==> config.mk <==
export PLATFORM = sky130hd
export DESIGN_NAME = irq_level_agg
export DESIGN_NICKNAME = d
export VERILOG_FILES = /design/src/rtl/irq_agg_pkg.sv /design/src/rtl/irq_line_sync.sv /design/src/rtl/irq_reg_decode.sv /design/src/rtl/irq_pending_core.sv /design/src/rtl/irq_level_agg.sv
export SDC_FILE = /design/constraint.sdc
export NUM_CORES = 1
export LEC_CHECK = 0
export ABC_AREA = 1
export CORE_MARGIN = 5
export CORE_UTILIZATION = 60
export DETAILED_ROUTE_END_ITERATION = 8
export PLACE_DENSITY = 0.84
export SYNTH_ARGS = -nofsm -noshare
export SYNTH_HDL_FRONTEND = slang
export SYNTH_SLANG_ARGS = --single-unit
==> constraint.sdc <==
create_clock -name clk -period 13.8 [get_ports clk]
set_clock_uncertainty 0.1 [all_clocks]
set_input_delay 2.76 -clock clk [delete_from_list [all_inputs] [get_ports clk]]
set_output_delay 2.76 -clock clk [all_outputs]
set_load 0.01 [all_outputs]
==> src/rtl/irq_agg_pkg.sv <==
package irq_agg_pkg;
  localparam int unsigned OFS_COUNT   = 'h00;
  localparam int unsigned OFS_ACTIVE  = 'h04;
  localparam int unsigned OFS_CLR_ALL = 'h08;
  localparam int unsigned OFS_MASK    = 'h0C;
  localparam int unsigned OFS_UNMASK  = 'h10;

  typedef struct packed {
    logic clr_all;
    logic mask;
    logic unmask;
  } wr_strobe_t;
endpackage

==> src/rtl/irq_line_sync.sv <==
module irq_line_sync #(
  parameter int unsigned LINES = 32
) (
  input  logic             clk,
  input  logic             rst_n,
  input  logic [LINES-1:0] din,
  output logic [LINES-1:0] rise,
  output logic [LINES-1:0] fall
);
  logic [LINES-1:0] meta_q, sync_q, prev_q;

  always_ff @(posedge clk or negedge rst_n) begin
    if (!rst_n) begin
      meta_q <= '0;
      sync_q <= '0;
      prev_q <= '0;
    end else begin
      meta_q <= din;
      sync_q <= meta_q;
      prev_q <= sync_q;
    end
  end

  always_comb begin
    rise = sync_q & ~prev_q;
    fall = prev_q & ~sync_q;
  end
endmodule

==> src/rtl/irq_reg_decode.sv <==
module irq_reg_decode
  import irq_agg_pkg::*;
#(
  parameter int unsigned ADDR_W = 12,
  parameter int unsigned DATA_W = 32,
  parameter int unsigned LINES  = 32,
  parameter int unsigned CNT_W  = 6
) (
  input  logic              bus_valid,
  input  logic              bus_write,
  input  logic [ADDR_W-1:0] bus_addr,
  input  logic [LINES-1:0]  active,
  input  logic [CNT_W-1:0]  count,
  output wr_strobe_t        strobe,
  output logic [DATA_W-1:0] rdata
);
  logic wr_req, rd_req;

  always_comb begin
    wr_req = bus_valid & bus_write;
    rd_req = bus_valid & ~bus_write;
    strobe.clr_all = wr_req & (bus_addr == ADDR_W'(OFS_CLR_ALL));
    strobe.mask    = wr_req & (bus_addr == ADDR_W'(OFS_MASK));
    strobe.unmask  = wr_req & (bus_addr == ADDR_W'(OFS_UNMASK));
    rdata = '0;
    if (rd_req) begin
      if (bus_addr == ADDR_W'(OFS_COUNT))
        rdata[CNT_W-1:0] = count;
      else if (bus_addr == ADDR_W'(OFS_ACTIVE))
        rdata[LINES-1:0] = active;
    end
  end
endmodule

==> src/rtl/irq_pending_core.sv <==
module irq_pending_core
  import irq_agg_pkg::*;
#(
  parameter int unsigned LINES = 32,
  parameter int unsigned CNT_W = 6
) (
  input  logic             clk,
  input  logic             rst_n,
  input  logic [LINES-1:0] rise,
  input  logic [LINES-1:0] fall,
  input  wr_strobe_t       strobe,
  input  logic [LINES-1:0] wbits,
  output logic [LINES-1:0] level,
  output logic [LINES-1:0] enable,
  output logic [CNT_W-1:0] count,
  output logic [LINES-1:0] active
);
  logic [LINES-1:0] level_d, enable_d, active_d, gained, lost;
  logic [CNT_W-1:0] count_d, n_gain, n_loss;
  logic             level_ce, enable_ce, count_ce;

  always_comb begin
    active = level & enable;
    level_ce  = strobe.clr_all | (|(rise | fall));
    enable_ce = strobe.clr_all | strobe.mask | strobe.unmask;
    count_ce  = level_ce | enable_ce;

    if (strobe.clr_all) level_d = '0;
    else                level_d = (level | rise) & ~fall;

    if (strobe.clr_all)     enable_d = '0;
    else if (strobe.mask)   enable_d = enable & ~wbits;
    else if (strobe.unmask) enable_d = enable | wbits;
    else                    enable_d = enable;

    active_d = level_d & enable_d;
    gained   = active_d & ~active;
    lost     = active & ~active_d;
    n_gain   = '0;
    n_loss   = '0;
    for (int i = 0; i < LINES; i++) begin
      n_gain = n_gain + CNT_W'(gained[i]);
      n_loss = n_loss + CNT_W'(lost[i]);
    end
    if (strobe.clr_all) count_d = '0;
    else                count_d = count + n_gain - n_loss;
  end

  always_ff @(posedge clk or negedge rst_n) begin
    if (!rst_n) begin
      level  <= '0;
      enable <= '0;
      count  <= '0;
    end else begin
      if (level_ce)  level  <= level_d;
      if (enable_ce) enable <= enable_d;
      if (count_ce)  count  <= count_d;
    end
  end
endmodule

==> src/rtl/irq_level_agg.sv <==
module irq_level_agg
  import irq_agg_pkg::*;
#(
  parameter int unsigned LINES  = 32,
  parameter int unsigned ADDR_W = 12,
  parameter int unsigned DATA_W = 32
) (
  input  logic              clk,
  input  logic              rst_n,
  input  logic [LINES-1:0]  irq_lines,
  input  logic              bus_valid,
  input  logic              bus_write,
  input  logic [ADDR_W-1:0] bus_addr,
  input  logic [DATA_W-1:0] bus_wdata,
  output logic [DATA_W-1:0] bus_rdata,
  output logic              irq_out
);
  localparam int unsigned CNT_W = $clog2(LINES + 1);

  logic [1:0]       rst_pipe_q;
  logic             rst_core_n;
  logic [LINES-1:0] rise, fall, level_q, enable_q, active;
  logic [CNT_W-1:0] count_q;
  wr_strobe_t       strobe;

  always_ff @(posedge clk or negedge rst_n) begin
    if (!rst_n) rst_pipe_q <= 2'b00;
    else        rst_pipe_q <= {rst_pipe_q[0], 1'b1};
  end
  assign rst_core_n = rst_pipe_q[1];

  irq_line_sync #(.LINES(LINES)) u_sync (
    .clk(clk), .rst_n(rst_core_n), .din(irq_lines), .rise(rise), .fall(fall)
  );

  irq_reg_decode #(.ADDR_W(ADDR_W), .DATA_W(DATA_W), .LINES(LINES), .CNT_W(CNT_W)) u_dec (
    .bus_valid(bus_valid), .bus_write(bus_write), .bus_addr(bus_addr),
    .active(active), .count(count_q), .strobe(strobe), .rdata(bus_rdata)
  );

  irq_pending_core #(.LINES(LINES), .CNT_W(CNT_W)) u_core (
    .clk(clk), .rst_n(rst_core_n), .rise(rise), .fall(fall), .strobe(strobe),
    .wbits(bus_wdata[LINES-1:0]), .level(level_q), .enable(enable_q),
    .count(count_q), .active(active)
  );

  assign irq_out = |active;
endmodule

==> results of run 1 <==
-- final cells by class --
class,count,area (sq um)
multi-input cells,774,5180
fillers,1298,4870
flip-flops and latches,168,4210
repair buffers,116,1150
inverters,292,1100
clock buffers,20,437
well taps,225,282
clock inverters,12,134
-- cells in the final DEF (no fill, tap or decap), types with 2 or more instances in the layout --
| master | netlist | layout |
|---|---|---|
| nor4_1 | 2 | 2 |
| a21oi_2 | 8 | 8 |
| fa_1 | 59 | 59 |
| clkdlybuf4s50_1 | 0 | 112 |
| inv_2 | 8 | 8 |
| buf_4 | 7 | 4 |
| nand3_1 | 123 | 123 |
| nand2_1 | 237 | 237 |
| nor2_1 | 144 | 144 |
| o21bai_1 | 19 | 19 |
| nand4_1 | 21 | 21 |
| clkbuf_1 | 3 | 3 |
| nor2_4 | 2 | 2 |
| nand2_4 | 2 | 2 |
| nor2_2 | 5 | 5 |
| inv_6 | 0 | 5 |
| nand3b_1 | 5 | 5 |
| nor2_8 | 2 | 2 |
| inv_1 | 283 | 283 |
| nand3_2 | 9 | 9 |
| o21ai_2 | 15 | 15 |
| nor3_1 | 10 | 10 |
| clkbuf_16 | 0 | 17 |
| dfrtp_1 | 168 | 167 |
| xnor2_1 | 2 | 2 |
| inv_8 | 0 | 2 |
| a21oi_1 | 22 | 22 |
| ha_1 | 80 | 80 |
| nand2_2 | 4 | 4 |
-- stage by stage --
stage	hold WS [ns]	setup slack [ns]
floorplan	0.231	4.59
global placement	0.0333	2.77
detailed placement	0.0373	2.60
CTS	0.0436	3.03
global route	0.0591	2.42
finish	0.0378	2.96
-- flip-flops by register name, summed over array words and instances (netlist names) --
register / cells
u_core.count: 6
u_sync.prev_q: 32
u_core.enable: 32
u_sync.sync_q: 32
rst_pipe_q: 2
u_core.level: 32
u_sync.meta_q: 32
-- metal layers --
layer  GRT usage (%)  up-vias  part of all wire, %
met5               0        -                    0
met1            36.5     4073                   39
met4            13.9        0                  5.0
met3            6.16       96                  8.4
met2            46.7      424                   48
li1                -     4038                    -
-- path summary, 6_finish.rpt --
path | end | slack, ns | depth (start not counted)
min in group clk | u_sync.sync_q[31] | 0.25 | 0
max in group asynchronous | rst_pipe_q[1] | 11.09 | 1
max reg2reg | u_core.count[5] | 6.91 | 31
min reg2reg | u_sync.meta_q[6] | 0.04 | 0
min | u_sync.meta_q[6] | 0.04 | 0
max | u_core.count[5] | 2.96 | 34
-- kinds of logic (layout without fill, tap and decap cells) --
family / Yosys count / after routing / synth area share [%]
adders and majority gates: 139 / 139 / 20.5
other: 1 / 1 / 0.0352
and+or+nand+nor: 566 / 566 / 23.5
xor gates and xnor gates: 2 / 2 / 0.164
buffers and inverters: 320 / 440 / 12.0
AOI/OAI and AO/OA: 66 / 66 / 4.35
DFF: 168 / 168 / 39.4
==> impl_metrics.csv, run 1 <==
group,metric,value,unit
run_status,run_status,"completed",
cts,cts_buffers,17,
route,vias,8631,
synthesis,synth_top_area_share,39.4,%
placement,placed_cell_area,0.0119,sq mm
worst_setup_path,arrival,11.11,ns
route,avgViaCountPerCell,5.37,
finish,finalNetCount,1588,
synthesis,synth.distinct_cells,31,
cts,clk_latency,0.44,ns
synthesis,synth_seq_cells,168,
sta,maxSlewViolCount,0,
sta,hold_violations,0,
synthesis,async_reset_ff_share,100,%
global_routing,overflow,0,
cts,cts_tree,"yes",
cts,path_clk_slew,0.07,ns
sta,max_clock_freq,0.0922,GHz
sta,setup_viol,0,
cts,clock-sinks,168,
sta,period_share,78.6,%
worst_setup_path,critPathCaptureType,"flip-flop",
global_routing,grt_max_degree,81,
finish,final_area,0.0125,sq mm
worst_setup_path,crit_top_cell,"fa_1",
global_routing,grt_pass1_vias,8938,
floorplan,dieHeight,143,um
route,first_pass_iters,6,
synthesis,postSynthCellCount,1262,
synthesis,synthFlopType,"dfrtp_1",
placement,dpl.cell_count,1575,
synthesis,syn_avg_cell_area,8.45,sq um
sta,worst_slew_pin_slew,1.20,ns
worst_setup_path,critPathSlowestCell,"inv_4",
synthesis,synth_edf_count,0,
finish,area_growth,17.1,%
cts,clock_path_buffers,2,
job,maxCapViolCount,0,
cts,clk_root_buffer_cell,"clkbuf_16",
cts,post-cts-setup-buffers,0,
placement,place_hpwl,20.4,mm
synthesis,synth_area_leader_cell,"dfrtp_1",
global_routing,grt_pass1_wl,45.1,mm
cts,cts_resized,0,
route,drc,0,
synthesis,yosysSeqAreaShare,39.4,%
floorplan,die_w,143,um
worst_setup_path,path_delay_family,"adder cells",
worst_setup_path,cp.required,14.07,ns
synthesis,synth_nets,1481,
synthesis,synth_most_common_cell,"inv_1",
floorplan,dieArea,0.0205,sq mm
finish,diodes,0,
cts,htreeDepth,4,
worst_setup_path,criticalPathCategory,"input port to flip-flop",
global_routing,grt.total_usage,28.6,%
global_routing,antenna_found_initial,0,
worst_setup_path,path_max_fanout,69,
synthesis,synth_area,0.0107,sq mm
worst_setup_path,regToRegStartpoint,"u_sync.sync_q[1]",
sta,rsz0062_at_grt,"false",
floorplan,core_area,0.0174,sq mm
route,drt-initial-drc-count,901,
synthesis,synth_area_leaders,"dfrtp_1 (39%), fa_1 (11%), inv_1 (10%), ha_1 (9.4%), nand2_1 (8.3%)",
worst_setup_path,startpoint,"bus_addr[5]",
finish,finalNonFillerCells,1607,
placement,place_congestion,0.947,
sta,fin_crit,10.84,ns
route,wl_per_cell,17.0,um
sta,max-slew-margin-rel,19.8,%
floorplan,ios,113,
floorplan,fp-row-count,48,
sta,setup_tns,0,ns
route,antenna_left,0,
synthesis,synth_commonest_cells,"inv_1 (283), nand2_1 (237), dfrtp_1 (168)",
floorplan,start_util,61.4,%
cts,holdBufCountCts,0,
placement,place.port_buffers,112,
finish,fin_util,71.9,%
synthesis,ys_warn_count,0,
route,drt_wl_total,27.4,mm
finish,drive_above_1_share,6.51,%
worst_setup_path,cp_slowest_stage_delay,0.62,ns
worst_setup_path,start_kind,"input port",
worst_setup_path,cp_num_buf_inv,9,
worst_hold_path,hold_class,"flip-flop to async pin",
Power of run 1 is not shown: default switching activity piles up to over one toggle a cycle in this logic, so the estimate is an artifact.
==> run 2: changes to the inputs <==
CORE_UTILIZATION = 58   (was 60)
PLACE_DENSITY = 0.81   (was 0.84)
clock period = 10.75 ns   (was 13.8 ns; I/O delays follow)
==> run 2 against run 1 <==
Compared with the run above: design area is 0.26% higher; via count is 0.57% lower; setup slack worse by 1.6 ns; critical path depth is 7 lower; core utilization is 2.5 points lower; critical path type unchanged; critical endpoint unchanged; largest cell class unchanged.
==> impl_metrics.csv, run 2 (synthesis gave the netlist of run 1 again) <==
group,metric,value,unit
cts,cts_resized,0,
global_routing,antenna_found_initial,0,
placement,place_congestion,0.937,
floorplan,dieArea,0.0212,sq mm
finish,diodes,0,
cts,htreeDepth,4,
route,drt_wl_total,28.1,mm
route,wl_per_cell,17.4,um
sta,max_clock_freq,0.107,GHz
sta,max-slew-margin-rel,21.1,%
finish,layout_common_cells,"inv_1 (283), nand2_1 (237), dfrtp_1 (167), nor2_1 (144), nand3_1 (123)",
worst_hold_path,hold_class,"flip-flop to async pin",
sta,period_share,87.2,%
floorplan,die_w,146,um
job,maxCapViolCount,0,
worst_setup_path,criticalPathCategory,"input port to flip-flop",
placement,placed_cell_area,0.0120,sq mm
global_routing,grt_pass1_wl,45.6,mm
cts,clk_root_buffer_cell,"clkbuf_16",
cts,path_clk_slew,0.07,ns
placement,dpl.cell_count,1584,
sta,worst_slew_pin_slew,1.18,ns
cts,cts_buffers,17,
cts,cts_tree,"yes",
worst_setup_path,cp_slowest_stage_delay,0.57,ns
route,drt-initial-drc-count,786,
worst_setup_path,critPathSlowestCell,"fa_1",
cts,holdBufCountCts,0,
global_routing,grt_max_degree,85,
cts,clk_latency,0.42,ns
sta,maxSlewViolCount,0,
floorplan,start_util,59.2,%
floorplan,ios,113,
worst_setup_path,cp.required,10.96,ns
worst_setup_path,critPathCaptureType,"flip-flop",
sta,fin_crit,9.37,ns
route,antenna_left,0,
cts,clock_path_buffers,2,
route,drc,0,
floorplan,fp-row-count,49,
global_routing,grt_pass1_vias,8714,
run_status,run_status,"completed",
worst_setup_path,path_max_fanout,20,
worst_setup_path,path_delay_family,"adder cells",
route,first_pass_iters,7,
global_routing,grt.total_usage,27.1,%
route,vias,8582,
floorplan,core_area,0.0180,sq mm
cts,post-cts-setup-buffers,0,
finish,final_common_cell,"inv_1",
sta,setup_tns,0,ns
worst_setup_path,crit_top_cell,"fa_1",
finish,final_area,0.0125,sq mm
finish,area_growth,17.4,%
sta,hold_ws,0.120,ns
floorplan,dieHeight,146,um
worst_setup_path,start_kind,"input port",
global_routing,overflow,0,
finish,drive_above_1_share,6.92,%
sta,setup_viol,0,
cts,clock-sinks,168,
sta,hold_violations,0,
placement,place.port_buffers,112,
worst_setup_path,arrival,9.58,ns
placement,place_hpwl,22.0,mm
route,avgViaCountPerCell,5.31,
finish,finalNonFillerCells,1616,
worst_setup_path,cp_num_buf_inv,5,
sta,rsz0062_at_grt,"false",
finish,finalNetCount,1593,
run 2: layout make-up:
class                   count  area, sq um
clock buffers              20          447
clock inverters            12          114
fillers                  1465         5510
inverters                 292         1100
multi-input cells         774         5180
flip-flops and latches    168         4210
well taps                 229          287
repair buffers            121         1190
run 2: path summary, 6_finish.rpt:
| check | startpoint | end | slack, ns | cells past startpoint |
|---|---|---|---|---|
| max | bus_addr[3] | u_core.count[5] | 1.38 | 27 |
| min | rst_pipe_q[1] | u_sync.meta_q[6] | 0.12 | 0 |
| max reg2reg | u_sync.sync_q[0] | u_core.count[5] | 3.77 | 30 |
| min reg2reg | rst_pipe_q[1] | u_sync.meta_q[6] | 0.12 | 0 |
| max in group asynchronous | rst_n | rst_pipe_q[1] | 8.64 | 1 |
| min in group clk | u_sync.meta_q[19] | u_sync.sync_q[19] | 0.25 | 0 |
run 2: metrics by stage:
| stage | util (%) | worst slack [ns] |
|---|---|---|
| global route | 69.5 | 1.02 |
| detailed placement | 66.3 | 1.05 |
| floorplan | - | 2.15 |
| finish | 69.5 | 1.38 |
| global placement | 66.3 | 1.18 |
| CTS | 69.5 | 1.45 |
run 2: layer usage:
layer / vias up / routed length [um] / track usage, %
li1: 4042 / - / -
met1: 4115 / 11500 / 35.2
met2: 349 / 13700 / 45.3
met3: 76 / 2030 / 6.23
met4: 0 / 913 / 8.86
met5: - / 0 / 0
Power of run 2 is left out for the same reason.
==> run 3: changes to the inputs <==
MAX_ROUTING_LAYER = met4   (was default)
==> run 3 against run 2 <==
Compared with the run above: the flow now finishes with violations (DRC); critical path depth is 5 higher; via count down 0.36%; count of clock-buffer cells in the layout shrank 3; design area rose by 0.64%; die area unchanged; maximum frequency grew 1.8%; sequential cell count is the same; global-route usage up 0.86 points; first-iteration DRC count grew 5.2%; core utilization rose by 0.44 points; non-clock buffer count up 2; critical endpoint unchanged.
==> impl_metrics.csv, run 3 (synthesis gave the netlist of run 1 again) <==
group,metric,value,unit
cts,cts_resized,0,
floorplan,fp-row-count,49,
route,antenna_left,0,
finish,layout_common_cells,"inv_1 (283), nand2_1 (237), dfrtp_1 (167), nor2_1 (144), nand3_1 (123)",
route,drc,2,
finish,n_fill_cell,1427,
cts,post-cts-setup-buffers,0,
placement,place_congestion,0.980,
route,first_pass_iters,8,
route,drt-initial-drc-count,827,
sta,hold_violations,0,
finish,diodes,0,
sta,max_clock_freq,0.109,GHz
cts,cts_buffers,17,
cts,clock-sinks,168,
worst_setup_path,critPathSlowestCell,"fa_1",
sta,setup_tns,0,ns
finish,drive_above_1_share,7.20,%
sta,period_share,85.6,%
floorplan,start_util,59.2,%
placement,place.port_buffers,112,
route,vias,8551,
sta,rsz0062_at_grt,"false",
sta,maxSlewViolCount,0,
sta,max-slew-margin-rel,41.6,%
worst_setup_path,arrival,9.42,ns
floorplan,core_area,0.0180,sq mm
global_routing,overflow,0,
placement,place_hpwl,22.0,mm
worst_setup_path,crit_top_cell,"fa_1",
finish,finalNetCount,1595,
worst_setup_path,criticalPathCategory,"input port to flip-flop",
sta,setup_viol,0,
placement,placed_cell_area,0.0120,sq mm
job,maxCapViolCount,0,
finish,final_common_cell,"inv_1",
finish,area_growth,18.1,%
cts,cts_tree,"yes",
cts,path_clk_slew,0.07,ns
worst_setup_path,critPathCaptureType,"flip-flop",
finish,final_area,0.0126,sq mm
floorplan,die_w,146,um
global_routing,grt_pass1_vias,8449,
route,avgViaCountPerCell,5.28,
floorplan,dieHeight,146,um
global_routing,grt.total_usage,28.0,%
worst_hold_path,hold_class,"flip-flop to async pin",
global_routing,grt_pass1_wl,45.3,mm
floorplan,dieArea,0.0212,sq mm
finish,multiInputGateArea,0.00518,sq mm
worst_setup_path,cp_slowest_stage_delay,0.56,ns
global_routing,grt_max_degree,73,
route,drt_wl_total,28.2,mm
cts,holdBufCountCts,0,
sta,worst_slew_pin_slew,0.876,ns
cts,clk_latency,0.44,ns
floorplan,ios,113,
finish,register_area,0.00421,sq mm
worst_setup_path,path_max_fanout,35,
cts,clk_root_buffer_cell,"clkbuf_16",
run_status,run_status,"finished, violations left",
run_status,failed_checks,"DRC",
global_routing,antenna_found_initial,0,
worst_setup_path,cp.required,10.97,ns
sta,fin_crit,9.20,ns
cts,clock_path_buffers,2,
route,wl_per_cell,17.4,um
worst_setup_path,start_kind,"input port",
cts,htreeDepth,4,
[run 3: cell count changes in the layout (fill, tap and decap cells not counted), sizes merged]
| cell | change |
|---|---|
| clkinv | +4 |
| buf | +2 |
| clkinvlp | -3 |
| bufinv | +1 |
| inv | +1 |
| clkbuf | -3 |
[run 3: layout make-up]
cell class	count	share of cell area, %
Multi-Input combinational cell	774	41.1
Sequential cell	168	33.4
Timing Repair Buffer	123	9.55
Inverter	292	8.72
Clock buffer	17	3.38
Tap cell	229	2.27
Clock inverter	15	1.59
[run 3: critical path: cells and delay by family]
kind | cells | cell delay (ns)
compound gates | 2 | 0.26
fa+ha+maj | 10 | 4.54
buf+inv | 9 | 1.37
simple gates | 11 | 1.07
[run 3: final timing paths]
path                              startpoint                 to  slack [ns]  cells after the start
max                              bus_addr[3]    u_core.count[5]        1.55                     32
min reg2reg                    rst_pipe_q[1]  u_sync.meta_q[10]        0.18                      0
min in group clk           u_sync.meta_q[16]  u_sync.sync_q[16]        0.24                      0
max in group asynchronous      rst_pipe_q[1]  u_core.enable[23]        8.32                      2
max reg2reg                 u_sync.sync_q[0]    u_core.count[5]        3.86                     30
min                            rst_pipe_q[1]  u_sync.meta_q[10]        0.18                      0
[run 3: metal layers]
| metal | vias up | part of all wire [%] | GRT usage [%] |
|---|---|---|---|
| li1 | 4056 | - | - |
| met5 | - | 0 | - |
| met3 | 58 | 6.7 | 4.92 |
| met2 | 339 | 48 | 44.3 |
| met1 | 4098 | 42 | 37.1 |
| met4 | 0 | 3.3 | 9.10 |
[run 3: metrics by stage]
step | instances | hold WS (ns) | utilization, % | setup slack, ns
6_report | 1618 | 0.176 | 69.9 | 1.55
5_1_grt | 1618 | 0.228 | 69.9 | 1.21
4_1_cts | 1618 | 0.202 | 69.9 | 1.55
3_5_place_dp | 1586 | 0.196 | 66.4 | 1.11
3_3_place_gp | 1586 | 0.189 | 66.4 | 1.19
2_1_floorplan | 1262 | 0.231 | - | 2.15
Power of run 3 is left out for the same reason.
